<file path="src/rtl/spim_pkg.sv">
package spim_pkg;
  localparam int REG_W    = 16;
  localparam int DIV_W    = 7;
  localparam int MAX_BITS = 16;
  localparam int EDGE_W   = $clog2(2 * MAX_BITS);

  // byte offsets of the three words
  localparam int OFF_DATA = 0;
  localparam int OFF_CTRL = 2;
  localparam int OFF_STAT = 4;

  // control word field positions
  localparam int CTL_EN      = 0;
  localparam int CTL_WIDE    = 2;
  localparam int CTL_RXIE    = 5;
  localparam int CTL_DONEIE  = 6;
  localparam int CTL_PHASE   = 7;
  localparam int CTL_IDLE    = 8;
  localparam int CTL_DIV_LSB = 9;

  // status word field positions
  localparam int STAT_BUSY = 0;
  localparam int STAT_RBF  = 1;

  typedef struct packed {
    logic load;    // capture the word to send
    logic lead;    // sclk leaves its resting level
    logic trail;   // sclk returns to its resting level
    logic finish;  // exchange over, commit received word
  } spimStrobe_t;
endpackage

</file>
<file path="src/rtl/spim_ctrl.sv">
module spim_ctrl
  import spim_pkg::*;
(
  input  logic              clk,
  input  logic              rstN,
  input  logic              start,
  input  logic              wide,
  input  logic [DIV_W-1:0]  div,
  output spimStrobe_t       strb,
  output logic              busy,
  output logic              csN
);
  typedef enum logic [1:0] {ST_IDLE, ST_RUN, ST_HOLD} spimState_t;

  localparam logic [EDGE_W-1:0] LAST_WIDE = EDGE_W'(2 * MAX_BITS - 1);
  localparam logic [EDGE_W-1:0] LAST_BYTE = EDGE_W'(MAX_BITS - 1);

  spimState_t        state;
  logic [DIV_W-1:0]  halfCnt;
  logic [EDGE_W-1:0] edgeCnt;
  logic [EDGE_W-1:0] lastEdge;
  logic              tick;

  assign tick     = (state != ST_IDLE) && (halfCnt == div);
  assign lastEdge = wide ? LAST_WIDE : LAST_BYTE;
  assign busy     = (state != ST_IDLE);

  always_comb begin
    strb        = '0;
    strb.load   = start && (state == ST_IDLE);
    strb.lead   = (state == ST_RUN) && tick && !edgeCnt[0];
    strb.trail  = (state == ST_RUN) && tick &&  edgeCnt[0];
    strb.finish = (state == ST_HOLD) && tick;
  end

  always_ff @(posedge clk or negedge rstN) begin
    if (!rstN) begin
      state   <= ST_IDLE;
      halfCnt <= '0;
      edgeCnt <= '0;
      csN     <= 1'b1;
    end else begin
      case (state)
        ST_IDLE: begin
          if (start) begin
            state   <= ST_RUN;
            halfCnt <= '0;
            edgeCnt <= '0;
            csN     <= 1'b0;
          end
        end
        ST_RUN: begin
          halfCnt <= tick ? '0 : halfCnt + 1'b1;
          if (tick) begin
            edgeCnt <= edgeCnt + 1'b1;
            if (edgeCnt == lastEdge) state <= ST_HOLD;
          end
        end
        default: begin
          halfCnt <= tick ? '0 : halfCnt + 1'b1;
          if (tick) begin
            state <= ST_IDLE;
            csN   <= 1'b1;
          end
        end
      endcase
    end
  end


  busy_on_start_chk: assert property (@(posedge clk) disable iff (!rstN)
    (start && !busy) |=> (busy && !csN));


  cs_idle_chk: assert property (@(posedge clk) disable iff (!rstN)
    !busy |-> csN);
endmodule

</file>
<file path="src/rtl/spim_datapath.sv">
module spim_datapath
  import spim_pkg::*;
#(
  parameter int ADDR_W = 4
) (
  input  logic              clk,
  input  logic              rstN,
  input  logic              busValid,
  input  logic              busWrite,
  input  logic [ADDR_W-1:0] busAddr,
  input  logic [1:0]        busByteEn,
  input  logic [REG_W-1:0]  busWdata,
  output logic [REG_W-1:0]  busRdata,
  input  spimStrobe_t       strb,
  input  logic              busy,
  input  logic              csN,
  input  logic              miso,
  output logic              start,
  output logic              wideQ,
  output logic [DIV_W-1:0]  div,
  output logic              sclk,
  output logic              mosi,
  output logic              irq
);
  localparam int HALF_W = REG_W / 2;

  logic [REG_W-1:0] dataQ, ctrlQ, txSr, rxSr, laneMask, txWord, loadVal, statWord;
  logic             rbfQ, sclkQ, mosiQ;
  logic             selData, selCtrl, selStat, rdData, wrCtrl, phase, idleLvl;

  assign selData = busValid && (busAddr == ADDR_W'(OFF_DATA));
  assign selCtrl = busValid && (busAddr == ADDR_W'(OFF_CTRL));
  assign selStat = busValid && (busAddr == ADDR_W'(OFF_STAT));
  assign rdData  = selData && !busWrite;
  assign wrCtrl  = selCtrl && busWrite;
  assign start   = selData && busWrite && !busy;

  assign laneMask = {{HALF_W{busByteEn[1]}}, {HALF_W{busByteEn[0]}}};
  assign txWord   = (busWdata & laneMask) | (dataQ & ~laneMask);
  assign loadVal  = ctrlQ[CTL_WIDE] ? txWord : {txWord[HALF_W-1:0], {HALF_W{1'b0}}};

  assign div     = ctrlQ[CTL_DIV_LSB +: DIV_W];
  assign phase   = ctrlQ[CTL_PHASE];
  assign idleLvl = ctrlQ[CTL_IDLE];

  always_comb begin
    statWord            = '0;
    statWord[STAT_BUSY] = busy;
    statWord[STAT_RBF]  = rbfQ;
  end

  always_comb begin
    busRdata = '0;
    if (busValid && !busWrite) begin
      if (selData)      busRdata = dataQ;
      else if (selCtrl) busRdata = ctrlQ;
      else if (selStat) busRdata = statWord;
    end
  end

  // register file
  always_ff @(posedge clk or negedge rstN) begin
    if (!rstN) begin
      ctrlQ <= '0;
      dataQ <= '0;
      rbfQ  <= 1'b0;
    end else begin
      if (wrCtrl) ctrlQ <= (busWdata & laneMask) | (ctrlQ & ~laneMask);
      if (strb.finish) begin
        dataQ <= wideQ ? rxSr : {{HALF_W{1'b0}}, rxSr[HALF_W-1:0]};
        rbfQ  <= 1'b1;
      end else if (rdData) begin
        rbfQ  <= 1'b0;
      end
    end
  end

  // shift engine and serial pins
  always_ff @(posedge clk or negedge rstN) begin
    if (!rstN) begin
      txSr  <= '0;
      rxSr  <= '0;
      wideQ <= 1'b0;
      sclkQ <= 1'b0;
      mosiQ <= 1'b0;
    end else begin
      if (strb.load) begin
        wideQ <= ctrlQ[CTL_WIDE];
        rxSr  <= '0;
        if (phase) begin
          mosiQ <= loadVal[REG_W-1];
          txSr  <= loadVal << 1;
        end else begin
          txSr  <= loadVal;
        end
      end
      if (strb.lead || strb.trail) sclkQ <= ~sclkQ;
      else if (!busy)              sclkQ <= idleLvl;
      if ((strb.lead && !phase) || (strb.trail && phase)) begin
        mosiQ <= txSr[REG_W-1];
        txSr  <= txSr << 1;
      end
      if ((strb.trail && !phase) || (strb.lead && phase))
        rxSr <= {rxSr[REG_W-2:0], miso};
    end
  end

  assign sclk = sclkQ;
  assign mosi = mosiQ;
  assign irq  = ctrlQ[CTL_EN] &&
                ((!busy && ctrlQ[CTL_DONEIE]) || (rbfQ && ctrlQ[CTL_RXIE]));


  rbf_clear_chk: assert property (@(posedge clk) disable iff (!rstN)
    (rdData && !strb.finish) |=> !rbfQ);


  done_sets_rbf_chk: assert property (@(posedge clk) disable iff (!rstN)
    strb.finish |=> (rbfQ && !busy && csN));


  sclk_idle_chk: assert property (@(posedge clk) disable iff (!rstN)
    (csN && $stable(idleLvl)) |-> (sclk == idleLvl));
endmodule

</file>
<file path="src/rtl/spi_reg_master.sv">
module spi_reg_master
  import spim_pkg::*;
#(
  parameter int ADDR_W = 4
) (
  input  logic              clk,
  input  logic              rstN,
  input  logic              busValid,
  input  logic              busWrite,
  input  logic [ADDR_W-1:0] busAddr,
  input  logic [1:0]        busByteEn,
  input  logic [15:0]       busWdata,
  output logic [15:0]       busRdata,
  output logic              sclk,
  output logic              mosi,
  input  logic              miso,
  output logic              csN,
  output logic              irq
);
  spimStrobe_t      strb;
  logic             busy, start, wideQ;
  logic [DIV_W-1:0] div;

  spim_ctrl u_ctrl (
    .clk   (clk),
    .rstN  (rstN),
    .start (start),
    .wide  (wideQ),
    .div   (div),
    .strb  (strb),
    .busy  (busy),
    .csN   (csN)
  );

  spim_datapath #(.ADDR_W(ADDR_W)) u_dp (
    .clk       (clk),
    .rstN      (rstN),
    .busValid  (busValid),
    .busWrite  (busWrite),
    .busAddr   (busAddr),
    .busByteEn (busByteEn),
    .busWdata  (busWdata),
    .busRdata  (busRdata),
    .strb      (strb),
    .busy      (busy),
    .csN       (csN),
    .miso      (miso),
    .start     (start),
    .wideQ     (wideQ),
    .div       (div),
    .sclk      (sclk),
    .mosi      (mosi),
    .irq       (irq)
  );
endmodule

</file>
<file path="config.mk">
export PLATFORM = sky130hd
export DESIGN_NAME = spi_reg_master
export DESIGN_NICKNAME = d
export VERILOG_FILES = /design/src/rtl/spim_pkg.sv /design/src/rtl/spim_ctrl.sv /design/src/rtl/spim_datapath.sv /design/src/rtl/spi_reg_master.sv
export SDC_FILE = /design/constraint.sdc
export NUM_CORES = 1
export LEC_CHECK = 0
export ABC_AREA = 1
export BUFFER_PORTS_ARGS = -buffer_cell sky130_fd_sc_hd__buf_2
export CAP_MARGIN = 25
export CORE_AREA = 2 2 89 91
export CTS_BUF_LIST = sky130_fd_sc_hd__clkbuf_8
export CTS_CLUSTER_SIZE = 16
export DETAILED_ROUTE_END_ITERATION = 10
export DIE_AREA = 0 0 91 93
export GPL_TIMING_DRIVEN = 0
export PLACE_DENSITY_LB_ADDON = 0.05
export SYNTH_ARGS = -nofsm -noshare
export SYNTH_HDL_FRONTEND = slang
export SYNTH_HIERARCHICAL = 1
export SYNTH_SLANG_ARGS = --single-unit
</file>
<file path="constraint.sdc">
create_clock -name clk -period 3.75 [get_ports clk]
set_input_delay 1.125 -clock clk [delete_from_list [all_inputs] [get_ports clk]]
set_output_delay 1.125 -clock clk [all_outputs]
set_load 0.05 [all_outputs]
</file>
# --- Yosys cells after proc, flatten, opt, wreduce, memory -nomap -nowiden ---
# Cells that the tools add are included.
totals:
  regBits: 83
  in_bits: 27
  out_inout_bits: 20
  elab_cells: 107
classes:
  addsub: 2
  eq_ne: 10
  n_mux: 33
  n_bitwise: 8
  n_reduce_logical: 42
ops:
  columns: ["cell", "count"]
  rows:
  - ["$mux W16", 10]
  - ["$and A16 B16 Y16", 3]
  - ["$or A16 B16 Y16", 2]
  - ["$logic_and A1 B1 Y1", 21]
  - ["$mux W7", 3]
  - ["$not A16 Y16", 1]
  - ["$mux W5", 3]
  - ["$reduce_bool A2 Y1", 7]
  - ["$mux W2", 5]
  - ["$pmux W5 S2", 1]
  - ["$mux W1", 9]
  - ["$add A7 B1 Y7 const B", 1]
  - ["$eq A7 B7 Y1", 1]
  - ["$reduce_and A3 Y1", 2]
  - ["$add A5 B1 Y5 const B", 1]
  - ["$eq A5 B5 Y1", 1]
  - ["$eq A4 B2 Y1 const B", 1]
  - ["$eq A4 B3 Y1 const B", 1]
  - ["$logic_not A1 Y1", 4]
  - ["$logic_not A4 Y1", 1]
  - ["$logic_or A1 B1 Y1", 4]
  - ["$ne A2 B1 Y1 const B", 2]
  - ["$ne A2 B2 Y1 const B", 2]
  - ["$pmux W2 S2", 1]
  - ["7 further kinds", 8]

# --- Depth between registers and ports, before layout ---
logic_depth:
  word_depth: 8
  ltp_mapped: 17

# --- Hierarchy ---
# Netlist, hierarchy kept.
by_module_without_submodules:
  columns: ["module", "n_inst", "cells_per_inst", "area_each_um2", "seq_area_each_um2"]
  rows:
  - ["spim_datapath", 1, 498, 3782.4, 1701.6]
  - ["spim_ctrl", 1, 115, 938.4, 376.6]

# --- Worst setup path after synthesis ---
# OpenSTA, ideal clock, no wires.
synth_timing:
  kind: "input port to output port"
  start: "input port busAddr[0]"
  end: "output port busRdata[10]"
  arrival_ns: 2.473
  t_required_ns: 2.625
  setup_slack_ns: 0.152
  stages: 6
  path_buffers: 1
  path_cell_list: "nor2_1 > nand3_2 > inv_2 > buf_4 > nand2_1 > a21oi_1"
synth_via:
  elab_chain_cells: 5
  elab_cells_between_ends: 7
  classes_between: "eq/ne: 1; mux: 3; reduce/logical: 3"
synth_lines:
  columns: ["item", "line_no", "rtl"]
  rows:
  - ["from (decl)", "spi_reg_master.sv:10", "input logic [ADDR_W-1:0] busAddr,"]
  - ["$eq A4 B2 Y1", "spim_datapath.sv:32", "assign selCtrl = busValid && (busAddr == ADDR_W'(OFF_CTRL));"]
  - ["$logic_and A1 B1 Y1", "spim_datapath.sv:32", null]
  - ["$mux W16", "spim_datapath.sv:56", "else if (selCtrl) busRdata = ctrlQ;"]
  - ["$mux W16 *", "spim_datapath.sv:55", "if (selData) busRdata = dataQ;"]
  - ["$mux W16 *", "spim_datapath.sv:54", "if (busValid && !busWrite) begin"]
  - ["to (decl)", "spi_reg_master.sv:13", "output logic [15:0] busRdata,"]
# Every way passes the cells marked *; elsewhere a longest branch is shown, timed or not.

# --- Final worst setup path ---
layout_timing:
  start: "input port busAddr[1]"
  end: "output port busRdata[10]"
# Same word-level chain as after synthesis.

==> run summary <==
The total internal power is 1.88 mW. The switching component of the power is 1.11 mW. In this run the remaining antenna-violating nets after routing total 0. Compared with the post-synthesis result, the final layout area differs by 12.9%. The detailed-routing wirelength on met1 is 5.08 mm. The relative slew slack is 65.9%. The I/O pin total is 47.

The transition time at the pin with the least slew margin came out at 0.512 ns. The maximum achievable frequency came out at 0.280 GHz. Signal routing reaches up to met4. The buffer type at the clock tree root is sky130_fd_sc_hd__clkbuf_8.

Before antenna repair, the detailed router went through 6 iterations. The total standard cell area after synthesis is 4720 sq um. STA classifies the critical path startpoint as an input port. The count of clock tree sinks came out at 83. The number of maximum-capacitance constraint violations is 0. The net count after synthesis came out at 642.

The detailed-route vias per instance is 5.56. Once layout is complete, the cells apart from fillers number 776. Setup repair after global routing left no endpoint under its margin. After floorplanning, the core was divided into 32 placement rows. On the final layout, the worst clock skew is 0.0138 ns. The clock power share came out at 24.5%. The sequential share of the synthesized area is 44.0%. The floorplan die width is 91 um.

The synthesized area divided by synthesized cell count came out at 7.70 sq um. The setup fix buffers added after clock tree synthesis came out at 0. The mean routed wirelength per cell came out at 15.1 um. The switching part of the total came out at 37.1%. The multi-input logic area came out at 2200 sq um. The met3 wire length came out at 640 um. The global-route wire length before repair is 19.7 mm.

Once placement completed, the tool counted placed cells totaling 760. The count of buffers from port buffering is 44. The final hold violation count is 0. 0 antenna diodes ended up in the layout. The H-tree was split into 3 levels. The largest fanout on the critical path is 10. The all-layer global routing usage came out at 29.8%. The via total after detailed routing is 4315. The critical path is of the in2out type. After clock tree synthesis, the clock-pin slew on the worst setup and hold paths is 0.08 ns. The count of unresolved DRC violations after routing came out at 0. In the layout the commonest cells are 225 x sky130_fd_sc_hd__nand2_1, 82 x sky130_fd_sc_hd__dfrtp_1, 68 x sky130_fd_sc_hd__nand3_1, 55 x sky130_fd_sc_hd__inv_1, 53 x sky130_fd_sc_hd__buf_2. The largest voltage drop on the vdd net came out at 0.000408 V. The final number of max-transition violations was 0. The pin count of the biggest net entering global routing came out at 49. The number of buffers added to fix hold violations after cts came out at 0. The post-cts repair resize count came out at 0.

The netlist uses 37 different library cells. The synthesized instance count is 613. Setup violations remaining at the end of the flow were counted as 0. The initial cell density of the core came out at 62.7%. Data arrives at the worst endpoint at 2.45 ns.

Cells with a size suffix above 1 make up 19.0% of the layout. The sequential cells in the finished layout cover a total of 2080 sq um. The endpoint kind of the worst setup timing path is a primary output.

The post-synthesis sequential element count came out at 83. The final cycle utilization of the critical path is 95.4%. Summed over all layers, the routed wires come to 11.7 mm. The smallest clock period supported by the final layout is computed as 3.58 ns.

The power density over cell area came out at 560 nW/um^2. The count of yosys warnings during synthesis is 6. The final weighted congestion of routability-driven global placement came out at 0.957. The initial antenna violation count came to 0.

Data on the critical path is required at its endpoint by 2.62 ns. The clock latency on the worst-skew pair is 0.36 ns. The setup TNS after final layout came out at 0 ns. The count of fill cells added during filler insertion came out at 655. The share of total power in combinational logic came out at 33.9%. The aggregate global routing overflow came out at 0. The detailed router's first-iteration violation count is 268. The via count of the first global-routing pass came out at 4157. The core footprint came out at 7530 sq um.

TritonCTS built the clock tree. The final net count is 698. Summed over all nets, wire length on met2 after detailed routing comes to 5.70 mm. The most common cell after layout, fill and taps aside is sky130_fd_sc_hd__nand2_1.

The flow ran to the end, and the final reports show no timing, DRC or antenna violations. The part of the total power dissipated in sequential elements came out at 41.6%. The number of buffers created by CTS is 9. The die is 93 um tall. The die covers 8460 sq um. After legalization and detailed placement, the total HPWL measured 8.87 mm. The reported leakage power came out at 2.69 nW. The tightest min-delay check is of the reg2reg type. The buffer levels on the longest clock path is 2.
## routing by layer
layer | track usage [%] | up-vias
met3 | 4.43 | 24
met5 | 0 | -
met1 | 39.6 | 2056
met4 | 11.0 | 0
met2 | 49.9 | 141
li1 | - | 2094
## synth_stat cells, drive strengths merged
cell type	number	area [sq um]
o22ai	16	163
dfstp	1	26.3
nand3	70	368
o211ai	3	22.5
nor3	2	10.0
a21oi	18	90.1
clkinv	1	3.75
o31ai	1	7.51
ha	2	25.0
dfrtp	82	2050
o21ai	36	214
inv	61	231
nand4	18	113
a21boi	1	7.51
mux2i	1	10.0
xor2	7	61.3
clkbuf	4	15.0
or2	1	6.26
nand3b	2	15.0
buf	27	189
xnor2	5	43.8
nor2	21	133
nand2	233	915
## power groups by stage
stage / clock network (mW) / logic (mW) / registers (mW)
3_5_place_dp: 0 / 1.01 / 1.26
3_3_place_gp: 0 / 0.963 / 1.25
5_1_grt: 0.784 / 1.14 / 1.27
6_report: 0.731 / 1.01 / 1.24
4_1_cts: 0.750 / 1.01 / 1.24
2_1_floorplan: 0 / 0.756 / 1.27
## kinds of logic (layout without fill, tap and decap cells)
| logic type | count (synthesis) | count (layout) | share of synthesized area, % |
|---|---|---|---|
| simple gates | 347 | 347 | 33.0 |
| fa+ha+maj | 2 | 2 | 0.530 |
| buf+inv | 93 | 154 | 9.30 |
| compound gates | 75 | 75 | 10.7 |
| flops | 83 | 83 | 44.0 |
| mux | 1 | 1 | 0.212 |
| xor+xnor | 12 | 12 | 2.23 |
## through the flow
step	setup WS (ns)	power (mW)	cell area, sq um	utilization [%]	hold WS [ns]
after global routing	0.00932	3.19	5330	70.8	0.504
after global placement	0.184	2.21	5070	67.3	0.453
after detailed placement	0.183	2.27	5100	67.7	0.455
after CTS	0.176	3.00	5330	70.8	0.470
after floorplan	0.152	2.02	4720	-	0.442
final	0.173	2.99	5330	70.8	0.470
## layout make-up
cell class / count / share of cell area, %
timing repair buffer: 45 / 4.69
clock buffer: 10 / 2.58
clock inverter: 6 / 1.78
multi-input combinational: 437 / 41.3
buffer: 31 / 3.83
tap: 102 / 2.39
inverter: 62 / 4.41
sequential: 83 / 39.0
## critical path, stage by stage
cell and delay [ns]:
sky130_fd_sc_hd__buf_2 0.12, sky130_fd_sc_hd__nor2_1 0.19, sky130_fd_sc_hd__nand3_2 0.17, sky130_fd_sc_hd__inv_2 0.13
sky130_fd_sc_hd__buf_4 0.17, sky130_fd_sc_hd__nand2_1 0.09, sky130_fd_sc_hd__a21oi_1 0.16, sky130_fd_sc_hd__buf_2 0.29
## path summary, 6_finish.rpt
kind / end / slack (ns) / startpoint / cells past startpoint
min in group asynchronous: u_ctrl/halfCnt[5]$_DFFE_PN0P_ / 0.73 / rstN / 1
hold / removal: u_ctrl/csN$_DFFE_PN1P_ / 0.47 / u_ctrl/csN$_DFFE_PN1P_ / 2
setup / recovery: busRdata[10] / 0.17 / busAddr[1] / 8
max in group asynchronous: u_dp/txSr[2]$_DFFE_PN0P_ / 2.43 / rstN / 2
setup reg to reg: u_dp/txSr[6]$_DFFE_PN0P_ / 1.53 / flip-flop / 16
hold reg to reg: u_ctrl/csN$_DFFE_PN1P_ / 0.47 / u_ctrl/csN$_DFFE_PN1P_ / 2
No activity file was read; power rests on OpenSTA's default activity.
